### src/rtl/mc_compose_pkg.sv
package mc_compose_pkg;

  localparam int CFG_W      = 8;
  localparam int PRG_BANK_W = 8;
  localparam int CHR_BANK_W = 8;
  localparam int SEL_W      = 4;                  // switchable program lines A20..A17
  localparam int TOP_W      = 4;                  // always-literal lines A24..A21
  localparam int LOW_W      = PRG_BANK_W - SEL_W; // program lines A16..A13
  localparam int PRG_OUT_W  = TOP_W + PRG_BANK_W;
  localparam int CHR_LOW_W  = CHR_BANK_W - 1;     // pattern lines A16..A10
  localparam int PPU_W      = 3;
  localparam int FIX_CHR_W  = CHR_LOW_W - PPU_W;

  typedef struct packed {
    logic [TOP_W-1:0]     prg_top;     // A24..A21
    logic [SEL_W-1:0]     prg_lit;     // literal A20..A17
    logic [SEL_W-1:0]     prg_use_ctl; // 1 = controller drives that line
    logic                 chr_lit;
    logic                 chr_use_ctl;
    logic                 fixed_win;
    logic                 alt_mode;
    logic                 win32k;
    logic [2:0]           fix_prg;     // A16, A15, A14 in fixed window
    logic [FIX_CHR_W-1:0] fix_chr;     // A16..A13 in fixed window
  } outer_cfg_t;

  function automatic outer_cfg_t decode_outer(input logic [CFG_W-1:0] c0,
                                              input logic [CFG_W-1:0] c1,
                                              input logic [CFG_W-1:0] c2,
                                              input logic [CFG_W-1:0] c3);
    outer_cfg_t d;
    d.prg_top     = {c0[5], c0[4], c1[3], c1[2]};
    d.prg_lit     = {c1[4], c0[2], c0[1], c0[0]};
    d.prg_use_ctl = {c1[7], c1[5], ~c1[6], ~c0[6]};
    d.chr_lit     = c0[3];
    d.chr_use_ctl = ~c0[7];
    d.fixed_win   = c3[4];
    d.alt_mode    = c3[6];
    d.win32k      = c1[1];
    d.fix_prg     = c3[3:1];
    d.fix_chr     = c2[FIX_CHR_W-1:0];
    return d;
  endfunction

endpackage

### src/rtl/mc_cfg_decode.sv
module mc_cfg_decode
  import mc_compose_pkg::*;
(
  input  logic [CFG_W-1:0] cfg0,
  input  logic [CFG_W-1:0] cfg1,
  input  logic [CFG_W-1:0] cfg2,
  input  logic [CFG_W-1:0] cfg3,
  output outer_cfg_t       dec
);
  always_comb begin
    dec = decode_outer(cfg0, cfg1, cfg2, cfg3);
  end
endmodule

### src/rtl/mc_src_mux.sv
module mc_src_mux #(
  parameter int W = 4
) (
  input  logic [W-1:0] use_ctl,
  input  logic [W-1:0] ctl_bits,
  input  logic [W-1:0] lit_bits,
  output logic [W-1:0] out_bits
);
  for (genvar i = 0; i < W; i++) begin : g_line
    assign out_bits[i] = use_ctl[i] ? ctl_bits[i] : lit_bits[i];
  end
endmodule

### src/rtl/mc_prg_path.sv
module mc_prg_path
  import mc_compose_pkg::*;
(
  input  outer_cfg_t            dec,
  input  logic [PRG_BANK_W-1:0] ctl_prg_bank,
  input  logic                  prg_inv,
  input  logic [1:0]            cpu_a14_13,
  output logic [PRG_OUT_W-1:0]  prg_hi
);
  logic                  force_zero;
  logic [PRG_BANK_W-1:0] eff_bank;
  logic [SEL_W-1:0]      mid;
  logic [LOW_W-1:0]      low;

  // Alternate option: the two fixed upper windows collapse onto bank 0
  assign force_zero = dec.alt_mode & ~prg_inv & cpu_a14_13[1];
  assign eff_bank   = force_zero ? '0 : ctl_prg_bank;

  mc_src_mux #(.W(SEL_W)) u_mid (
    .use_ctl  (dec.prg_use_ctl),
    .ctl_bits (eff_bank[PRG_BANK_W-1:LOW_W]),
    .lit_bits (dec.prg_lit),
    .out_bits (mid)
  );

  always_comb begin
    if (dec.fixed_win) begin
      low = {dec.fix_prg[2:1],
             dec.win32k ? cpu_a14_13[1] : dec.fix_prg[0],
             cpu_a14_13[0]};
    end else begin
      low = eff_bank[LOW_W-1:0];
    end
  end

  assign prg_hi = {dec.prg_top, mid, low};
endmodule

### src/rtl/mc_chr_path.sv
module mc_chr_path
  import mc_compose_pkg::*;
(
  input  outer_cfg_t            dec,
  input  logic [CHR_BANK_W-1:0] ctl_chr_bank,
  input  logic                  chr_in_2k,
  input  logic                  chr_raw_lsb,
  input  logic [PPU_W-1:0]      ppu_a12_10,
  output logic [CHR_BANK_W-1:0] chr_hi
);
  logic [CHR_BANK_W-1:0] eff_bank;
  logic [0:0]            top_bit;
  logic [CHR_LOW_W-1:0]  low;

  always_comb begin
    eff_bank = ctl_chr_bank;
    if (dec.alt_mode && chr_in_2k) begin
      if (ppu_a12_10[0]) eff_bank = '0;
      else               eff_bank = {ctl_chr_bank[CHR_BANK_W-1:1], chr_raw_lsb};
    end
  end

  mc_src_mux #(.W(1)) u_top (
    .use_ctl  (dec.chr_use_ctl),
    .ctl_bits (eff_bank[CHR_BANK_W-1]),
    .lit_bits (dec.chr_lit),
    .out_bits (top_bit)
  );

  always_comb begin
    if (dec.fixed_win) low = {dec.fix_chr, ppu_a12_10};
    else               low = eff_bank[CHR_LOW_W-1:0];
  end

  assign chr_hi = {top_bit, low};
endmodule

### src/rtl/mc_addr_compose.sv
module mc_addr_compose
  import mc_compose_pkg::*;
(
  input  logic [1:0]            cpu_a14_13,
  input  logic [PPU_W-1:0]      ppu_a12_10,
  input  logic [PRG_BANK_W-1:0] ctl_prg_bank,
  input  logic                  prg_inv,
  input  logic [CHR_BANK_W-1:0] ctl_chr_bank,
  input  logic                  chr_in_2k,
  input  logic                  chr_raw_lsb,
  input  logic [CFG_W-1:0]      cfg0,
  input  logic [CFG_W-1:0]      cfg1,
  input  logic [CFG_W-1:0]      cfg2,
  input  logic [CFG_W-1:0]      cfg3,
  output logic [PRG_OUT_W-1:0]  prg_hi,
  output logic [CHR_BANK_W-1:0] chr_hi
);
  outer_cfg_t dec;

  mc_cfg_decode u_dec (
    .cfg0 (cfg0), .cfg1 (cfg1), .cfg2 (cfg2), .cfg3 (cfg3), .dec (dec)
  );

  mc_prg_path u_prg (
    .dec          (dec),
    .ctl_prg_bank (ctl_prg_bank),
    .prg_inv      (prg_inv),
    .cpu_a14_13   (cpu_a14_13),
    .prg_hi       (prg_hi)
  );

  mc_chr_path u_chr (
    .dec          (dec),
    .ctl_chr_bank (ctl_chr_bank),
    .chr_in_2k    (chr_in_2k),
    .chr_raw_lsb  (chr_raw_lsb),
    .ppu_a12_10   (ppu_a12_10),
    .chr_hi       (chr_hi)
  );
endmodule

### config.mk
export PLATFORM = sky130hd
export DESIGN_NAME = mc_addr_compose
export DESIGN_NICKNAME = d
export VERILOG_FILES = /design/src/rtl/mc_compose_pkg.sv /design/src/rtl/mc_cfg_decode.sv /design/src/rtl/mc_src_mux.sv /design/src/rtl/mc_prg_path.sv /design/src/rtl/mc_chr_path.sv /design/src/rtl/mc_addr_compose.sv
export SDC_FILE = /design/constraint.sdc
export NUM_CORES = 1
export LEC_CHECK = 0
export BUFFER_PORTS_ARGS = -buffer_cell sky130_fd_sc_hd__buf_2
export CORE_MARGIN = 10
export CORE_UTILIZATION = 35
export DETAILED_ROUTE_END_ITERATION = 10
export GPL_ROUTABILITY_DRIVEN = 0
export GPL_TIMING_DRIVEN = 1
export PLACE_DENSITY_LB_ADDON = 0.05
export SLEW_MARGIN = 30
export SYNTH_ARGS = -nofsm -noshare
export SYNTH_HDL_FRONTEND = slang
export SYNTH_HIERARCHICAL = 1
export SYNTH_SLANG_ARGS = --single-unit
### constraint.sdc
create_clock -name vclk -period 1.95
set_input_delay 0.0975 -clock vclk [all_inputs]
set_output_delay 0.0975 -clock vclk [all_outputs]
set_load 0.05 [all_outputs]
==> flow_summary.json, run 1 <==
{
  "status": "finished clean",
  "seq_cells": 0,
  "fp.dieW_um": 59.4,
  "p_sw_mw": 0.146,
  "grtUsageTotal": 0.0839,
  "holdWs_ps": 195,
  "setup_violations": 0,
  "first_iter_violations": 5,
  "start_util": 0.366,
  "syn_area_um2": 544,
  "setup_slack_ps": 664,
  "swShare": 0.628,
  "irDropWorstVdd_mv": 0.131,
  "hold_viol_final": 0,
  "grt-ovfl-total": 0,
  "cp_cell_sequence": "buf_2 -> nand3b_1 -> and2_1 -> mux2_4 -> buf_2",
  "dr.pass1.iters": 3,
  "synth_fa_ha_area_frac": 0,
  "synth_top_family_by_area": "buffers and inverters",
  "num-fill-cells": 174,
  "synth_commonest_cells": "26 x buf_4, 6 x mux2_4, 6 x nand2_1, 6 x o21ai_1, 5 x nor2b_1",
  "synthCells": 73,
  "dp_hpwl_mm": 1.48,
  "yosysTopAreaCellShare": 0.359,
  "grt_pass1_wl_mm": 2.51,
  "synth_fp_nets": 129,
  "worstHoldPathType": "in -> out",
  "io_pins": 76,
  "pwr-share-seq": 0,
  "post-route-min-period_ps": 1290,
  "power.internal_mw": 0.0867,
  "cts_resized": 0,
  "clockPowerShare": 0,
  "n_antenna_cell": 0,
  "slew_headroom": 0.788,
  "drive_gt1_frac": 0.651,
  "fin_area_um2": 658,
  "fp.dieH_um": 59.4,
  "synth-simple-area-share": 0.285,
  "leakage_nw": 0.400,
  "finalMaxSlewViolations": 0,
  "rows": 14,
  "yosys-top-cells-area": "buf_4 36%, mux2_4 17%, a22o_1 6.4%",
  "comb_power_share": 1.000,
  "ys_seq_area_frac": 0,
  "pre_cts_ws_ps": 633,
  "ant_nets": 0,
  "dp_cells": 122,
  "antenna_found_initial": 0,
  "fp.coreArea_um2": 1490,
  "max_freq_mhz": 778,
  "n_clock_buffer": 0,
  "cp-end-kind": "output pin",
  "cp-start-kind": "input port",
  "finalCritPeriodShare": 0.659,
  "crit_fanout": 8,
  "required_ps": 1850,
  "synth_xor_area_frac": 0,
  "post_drt_via_cell_ratio": 4.25,
  "max_cap_violations": 0,
  "synth_mux_area_frac": 0.166,
  "port-buffer-count": 60,
  "grt_max_degree": 23,
  "vias": 518,
  "worstHoldPathCells": 0,
  "drc": 0,
  "crit_path_frequent_cell": "buf_2",
  "cts_setup_buffers": 0,
  "instances_no_fill": 122,
  "multi_input_area_um2": 327,
  "yosysUniqueCellTypes": 17,
  "slowest_delay_ps": 290,
  "cp.arrival_ps": 1190,
  "crit_type": "in -> out",
  "yosysWarningCount": 6,
  "design.die.area_um2": 3530,
  "rsz0062_at_grt": "no",
  "worst_slew_pin_slew_ps": 318,
  "power.density_nw_per_um2": 354,
  "syn_to_final_growth_pct": 20.9,
  "post_dp_cell_area_um2": 658,
  "postSynthAreaPerCell_um2": 7.46,
  "wl_per_cell_um": 13.5,
  "crit_slowest_cell": "nand3b_1",
  "grt_pass1_vias": 552,
  "synth_top_area_cell": "buf_4",
  "wirelength_mm": 1.65,
  "holdBufCountCts": 0,
  "fin_setup_tns_ps": 0,
  "synth_compound_area_frac": 0.149,
  "seqCellArea_um2": 0,
  "synth_most_common_cell": "buf_4",
  "fin_nets": 164
}
-- path summary, 6_finish.rpt --
path / from / endpoint / slack [ps]
setup / recovery: prg_inv / prg_hi[5] / 660
hold / removal: cfg1[3] / prg_hi[9] / 200
-- power by group through the flow --
stage | combinational, mW | clock [mW] | sequential (mW)
5_1_grt | 0.250 | 0 | 0
6_report | 0.233 | 0 | 0
3_3_place_gp | 0.233 | 0 | 0
3_5_place_dp | 0.235 | 0 | 0
2_1_floorplan | 0.218 | 0 | 0
4_1_cts | 0.236 | 0 | 0
-- layout by cell type (no fill, tap or decap) --
cell | netlist | routed
inv_1 | 3 | 3
nand2b_1 | 3 | 3
a22o_1 | 4 | 4
buf_2 | 0 | 60
o21ai_1 | 6 | 6
or2b_1 | 1 | 1
nor2b_1 | 5 | 5
and3_1 | 1 | 1
nand2_1 | 6 | 6
and4b_1 | 1 | 1
mux2_4 | 6 | 6
nand3b_1 | 1 | 1
o31a_1 | 1 | 1
and2_1 | 4 | 4
nand2b_2 | 3 | 3
a21boi_0 | 1 | 1
-- cells by family after synthesis --
| family | Yosys count |
|---|---|
| buf+inv | 30 |
| simple gates | 25 |
| mux | 6 |
| compound gates | 12 |
-- worst max-delay path: cells and delay by family --
kind / cells / cell delay [ps]
buffers and inverters: 2 / 300
muxes: 1 / 250
and+or+nand+nor: 2 / 540
-- layout make-up --
cell class | instances | area share
tap | 16 | 0.0304
multi-input combinational | 43 | 0.496
timing repair buffer | 60 | 0.456
inverter | 3 | 0.0171
-- metrics by stage --
| step | util | power, mW |
|---|---|---|
| after CTS | 0.442 | 0.236 |
| final | 0.442 | 0.233 |
| after floorplan | - | 0.218 |
| after detailed placement | 0.442 | 0.235 |
| after global routing | 0.442 | 0.250 |
| after global placement | 0.442 | 0.233 |
-- layer usage --
layer	vias up	global-route usage	wire, µm
li1	283	-	-
met1	202	0.0940	638
met2	33	0.143	769
met3	0	0.0472	244
met4	0	0	0
met5	-	0	0
Note: power is estimated with default switching activity, not from simulation.
==> run 2: changes to the inputs <==
--- a/config.mk
+++ b/config.mk
@@ -7,7 +7,7 @@
 export LEC_CHECK = 0
 export BUFFER_PORTS_ARGS = -buffer_cell sky130_fd_sc_hd__buf_2
 export CORE_MARGIN = 10
-export CORE_UTILIZATION = 35
+export CORE_UTILIZATION = 29
 export DETAILED_ROUTE_END_ITERATION = 10
 export GPL_ROUTABILITY_DRIVEN = 0
 export GPL_TIMING_DRIVEN = 1
==> constraint.sdc (replaced) <==
create_clock -name vclk -period 1.1
set_input_delay 0.055 -clock vclk [all_inputs]
set_output_delay 0.055 -clock vclk [all_outputs]
set_load 0.05 [all_outputs]
==> flow_summary.json, run 2 (synthesis gave the netlist of run 1 again) <==
{
  "status": "finished clean",
  "post_drt_via_cell_ratio": 3.97,
  "comb_power_share": 1.000,
  "rsz0062_at_grt": "yes",
  "holdBufCountCts": 0,
  "fp.coreArea_um2": 1750,
  "grt_pass1_wl_mm": 2.73,
  "max_cap_violations": 0,
  "pre_cts_ws_ps": -95.9,
  "io_pins": 76,
  "crit_fanout": 6,
  "slew_headroom": 0.790,
  "fp.dieW_um": 63.3,
  "worst_slew_pin_slew_ps": 315,
  "setup_slack_ps": 35.7,
  "irDropWorstVdd_mv": 0.205,
  "layout_common_cells": "55 x buf_2, 6 x nand2_1, 6 x mux2_4",
  "leakage_nw": 0.426,
  "n_clock_buffer": 0,
  "port-buffer-count": 60,
  "dr.pass1.iters": 2,
  "finalMaxSlewViolations": 0,
  "seq_cells": 0,
  "swShare": 0.596,
  "num-fill-cells": 196,
  "power.internal_mw": 0.181,
  "grtUsageTotal": 0.0776,
  "required_ps": 1040,
  "wirelength_mm": 1.70,
  "wl_per_cell_um": 12.8,
  "fp.dieH_um": 63.3,
  "drc": 0,
  "crit_slowest_cell": "mux2_4",
  "hold_viol_final": 0,
  "fin_nets": 166,
  "pwr-share-seq": 0,
  "power_mw": 0.448,
  "drive_gt1_frac": 0.704,
  "first_iter_violations": 13,
  "ant_nets": 0,
  "grt-ovfl-total": 0,
  "cp_cell_sequence": "buf_6 -> nand3b_1 -> and2_4 -> mux2_4 -> buf_8",
  "power.density_nw_per_um2": 610,
  "start_util": 0.312,
  "multi_input_area_um2": 342,
  "cpLargestDelayFamily": "simple AND/OR/NAND/NOR gates",
  "worstHoldPathType": "in -> out",
  "cp.arrival_ps": 1010,
  "crit_type": "in -> out",
  "clockPowerShare": 0,
  "syn_to_final_growth_pct": 34.9,
  "seqCellArea_um2": 0,
  "finalCritPeriodShare": 0.968,
  "mostFrequentLayoutCell": "buf_2",
  "cp-start-kind": "input port",
  "max_freq_mhz": 940,
  "slowest_delay_ps": 260,
  "antenna_found_initial": 0,
  "cp-end-kind": "output pin",
  "setup_violations": 0,
  "n_antenna_cell": 0,
  "rows": 15,
  "post-route-min-period_ps": 1060,
  "p_sw_mw": 0.267,
  "grt_max_degree": 23,
  "vias": 528,
  "grt_pass1_vias": 563,
  "dp_hpwl_mm": 1.51,
  "path_buf_inv": 2,
  "design.die.area_um2": 4010
}
-- run 2: cell count changes in the layout (fill, tap and decap cells not counted), sizes merged --
cell,before,now
buf,60,62
-- run 2: area by class of cell --
cell class                      count  area share
Timing Repair Buffer               62       0.477
Tap cell                           25      0.0426
Multi-Input combinational cell     43       0.465
Inverter                            3      0.0153
-- run 2: worst paths after layout --
| path | start | endpoint | slack (ps) | cells after the start |
|---|---|---|---|---|
| setup / recovery | prg_inv | prg_hi[4] | 40 | 5 |
| hold / removal | cfg0[5] | prg_hi[11] | 110 | 0 |
-- run 2: repair_timing --
item,in CTS,in global routing
resized for setup,11,1
pin swaps,4,0
setup endpoints to repair,5,6
buffers inserted,0,1
-- run 2: power groups by stage --
stage	sequential [mW]	clock, mW	combinational, mW
after CTS	0	0	0.449
final	0	0	0.448
after global routing	0	0	0.480
after floorplan	0	0	0.392
after detailed placement	0	0	0.425
after global placement	0	0	0.421
-- run 2: layer usage --
layer / GRT usage / vias to the layer above / wire [µm]
li1: - / 286 / -
met1: 0.0851 / 210 / 703
met2: 0.147 / 32 / 823
met3: 0.0265 / 0 / 171
met4: 0 / 0 / 0
met5: 0 / - / 0
-- run 2: per-stage QoR --
step / setup TNS [ps] / hold slack, ps / utilization / cell area (µm²) / std cells
2_1_floorplan: -359 / 349 / - / 556 / 73
3_3_place_gp: -356 / 111 / 0.394 / 688 / 132
3_5_place_dp: -416 / 111 / 0.394 / 688 / 132
4_1_cts: -69.1 / 111 / 0.415 / 724 / 132
5_1_grt: -69.0 / 110 / 0.421 / 734 / 133
6_report: 0 / 110 / 0.421 / 734 / 133
==> run 3: changes to the inputs <==
--- a/config.mk
+++ b/config.mk
@@ -11,7 +11,7 @@
 export DETAILED_ROUTE_END_ITERATION = 10
 export GPL_ROUTABILITY_DRIVEN = 0
 export GPL_TIMING_DRIVEN = 1
-export PLACE_DENSITY_LB_ADDON = 0.05
+export PLACE_DENSITY = 0.8
 export SLEW_MARGIN = 30
 export SYNTH_ARGS = -nofsm -noshare
 export SYNTH_HDL_FRONTEND = slang
==> flow_summary.json, run 3 (synthesis gave the netlist of run 1 again) <==
{
  "holdBufCountCts": 0,
  "max_cap_violations": 0,
  "holdWs_ps": 110,
  "layout_common_cells": "55 x buf_2, 6 x nand2_1, 6 x mux2_4",
  "design.die.area_um2": 4010,
  "n_antenna_cell": 0,
  "fp.coreArea_um2": 1750,
  "slew_headroom": 0.782,
  "use_met1": 0.0812,
  "worst_slew_pin_slew_ps": 327,
  "grt_max_degree": 23,
  "cp_cell_sequence": "buf_6 -> nand3b_1 -> and2_1 -> mux2_4 -> buf_8",
  "fp.dieW_um": 63.3,
  "slowest_delay_ps": 260,
  "path_buf_inv": 2,
  "first_iter_violations": 24,
  "cpLargestDelayFamily": "simple AND/OR/NAND/NOR gates",
  "fin_area_um2": 733,
  "worstHoldPathType": "in -> out",
  "post_dp_cell_area_um2": 696,
  "grt_pass1_vias": 645,
  "crit_fanout": 6,
  "dr.pass1.iters": 4,
  "finalMaxSlewViolations": 0,
  "n_clock_buffer": 0,
  "power.density_nw_per_um2": 615,
  "io_pins": 76,
  "cp-start-kind": "input port",
  "required_ps": 1040,
  "ant_nets": 0,
  "fp.dieH_um": 63.3,
  "max_freq_mhz": 971,
  "mostFrequentLayoutCell": "buf_2",
  "irDropWorstVdd_mv": 0.201,
  "grt_use_met3": 0.0689,
  "grtUsageTotal": 0.0741,
  "seqCellArea_um2": 0,
  "setup_violations": 0,
  "cp.arrival_ps": 980,
  "status": "finished clean",
  "fin_nets": 166,
  "wirelength_mm": 1.75,
  "vias": 575,
  "grtUsageMet2": 0.109,
  "drive_gt1_frac": 0.694,
  "syn_to_final_growth_pct": 34.7,
  "cp-end-kind": "output pin",
  "dp_hpwl_mm": 1.60,
  "post_drt_via_cell_ratio": 4.32,
  "grt-busiest-layer": "met2",
  "hold_viol_final": 0,
  "finalCritPeriodShare": 0.936,
  "leakage_nw": 0.427,
  "worstHoldPathCells": 0,
  "rsz0062_at_grt": "no",
  "holdPathEnd": "prg_hi[9]",
  "post-route-min-period_ps": 1030,
  "pre_cts_ws_ps": -12.7,
  "wl_per_cell_um": 13.1,
  "antenna_found_initial": 0,
  "port-buffer-count": 60,
  "grt_pass1_wl_mm": 2.64,
  "seq_cells": 0,
  "start_util": 0.312,
  "rows": 15,
  "crit_type": "in -> out",
  "drc": 0,
  "grt-ovfl-total": 0,
  "min_from": "cfg1[3]",
  "setup_slack_ps": 70.0,
  "crit_slowest_cell": "mux2_4"
}
==> run 3: how the worst max path moves through the flow <==
stage                           end  depth (start not counted)    start  slack, ps
after CTS                 prg_hi[4]                          5  prg_inv          3
after detailed placement  prg_hi[4]                          5  prg_inv        -10
after floorplan           chr_hi[1]                          3  cfg3[6]       -120
after global placement    prg_hi[5]                          5  prg_inv         10
after global routing      prg_hi[5]                          5  prg_inv         20
final                     prg_hi[5]                          5  prg_inv         70
==> run 3: stage by stage <==
stage                     cells  total power, mW  utilization  TNS, ps
after floorplan              73            0.392            -     -359
after global placement      133            0.422        0.399        0
after detailed placement    133            0.429        0.399    -19.4
after CTS                   133            0.438        0.404        0
after global routing        133            0.483        0.420        0
final                       133            0.451        0.420        0
==> run 3: routing by layer <==
metal  vias up  part of all wire
li1        287                 -
met1       230              0.42
met2        58              0.35
met3         0              0.23
met4         0                 0
met5         -                 0
==> run 3: final cells by class <==
type                            instances  area, µm²
Fill cell                             182       1010
Timing Repair Buffer                   62        350
Multi-Input combinational cell         43        340
Tap cell                               25       31.3
Inverter                                3       11.3
==> run 3: repair_timing <==
item,CTS,global route
buffers inserted,0,0
hold endpoints to repair,0,0
gates resized for setup,4,7
endpoints found under the setup margin,4,4
gates cloned,0,0
pin swaps,0,4
==> run 3: power by group <==
part | internal (mW) | switching [mW] | leakage (nW) | total [mW]
clock network | 0 | 0 | 0 | 0
logic | 0.181 | 0.270 | 0.427 | 0.451
registers | 0 | 0 | 0 | 0
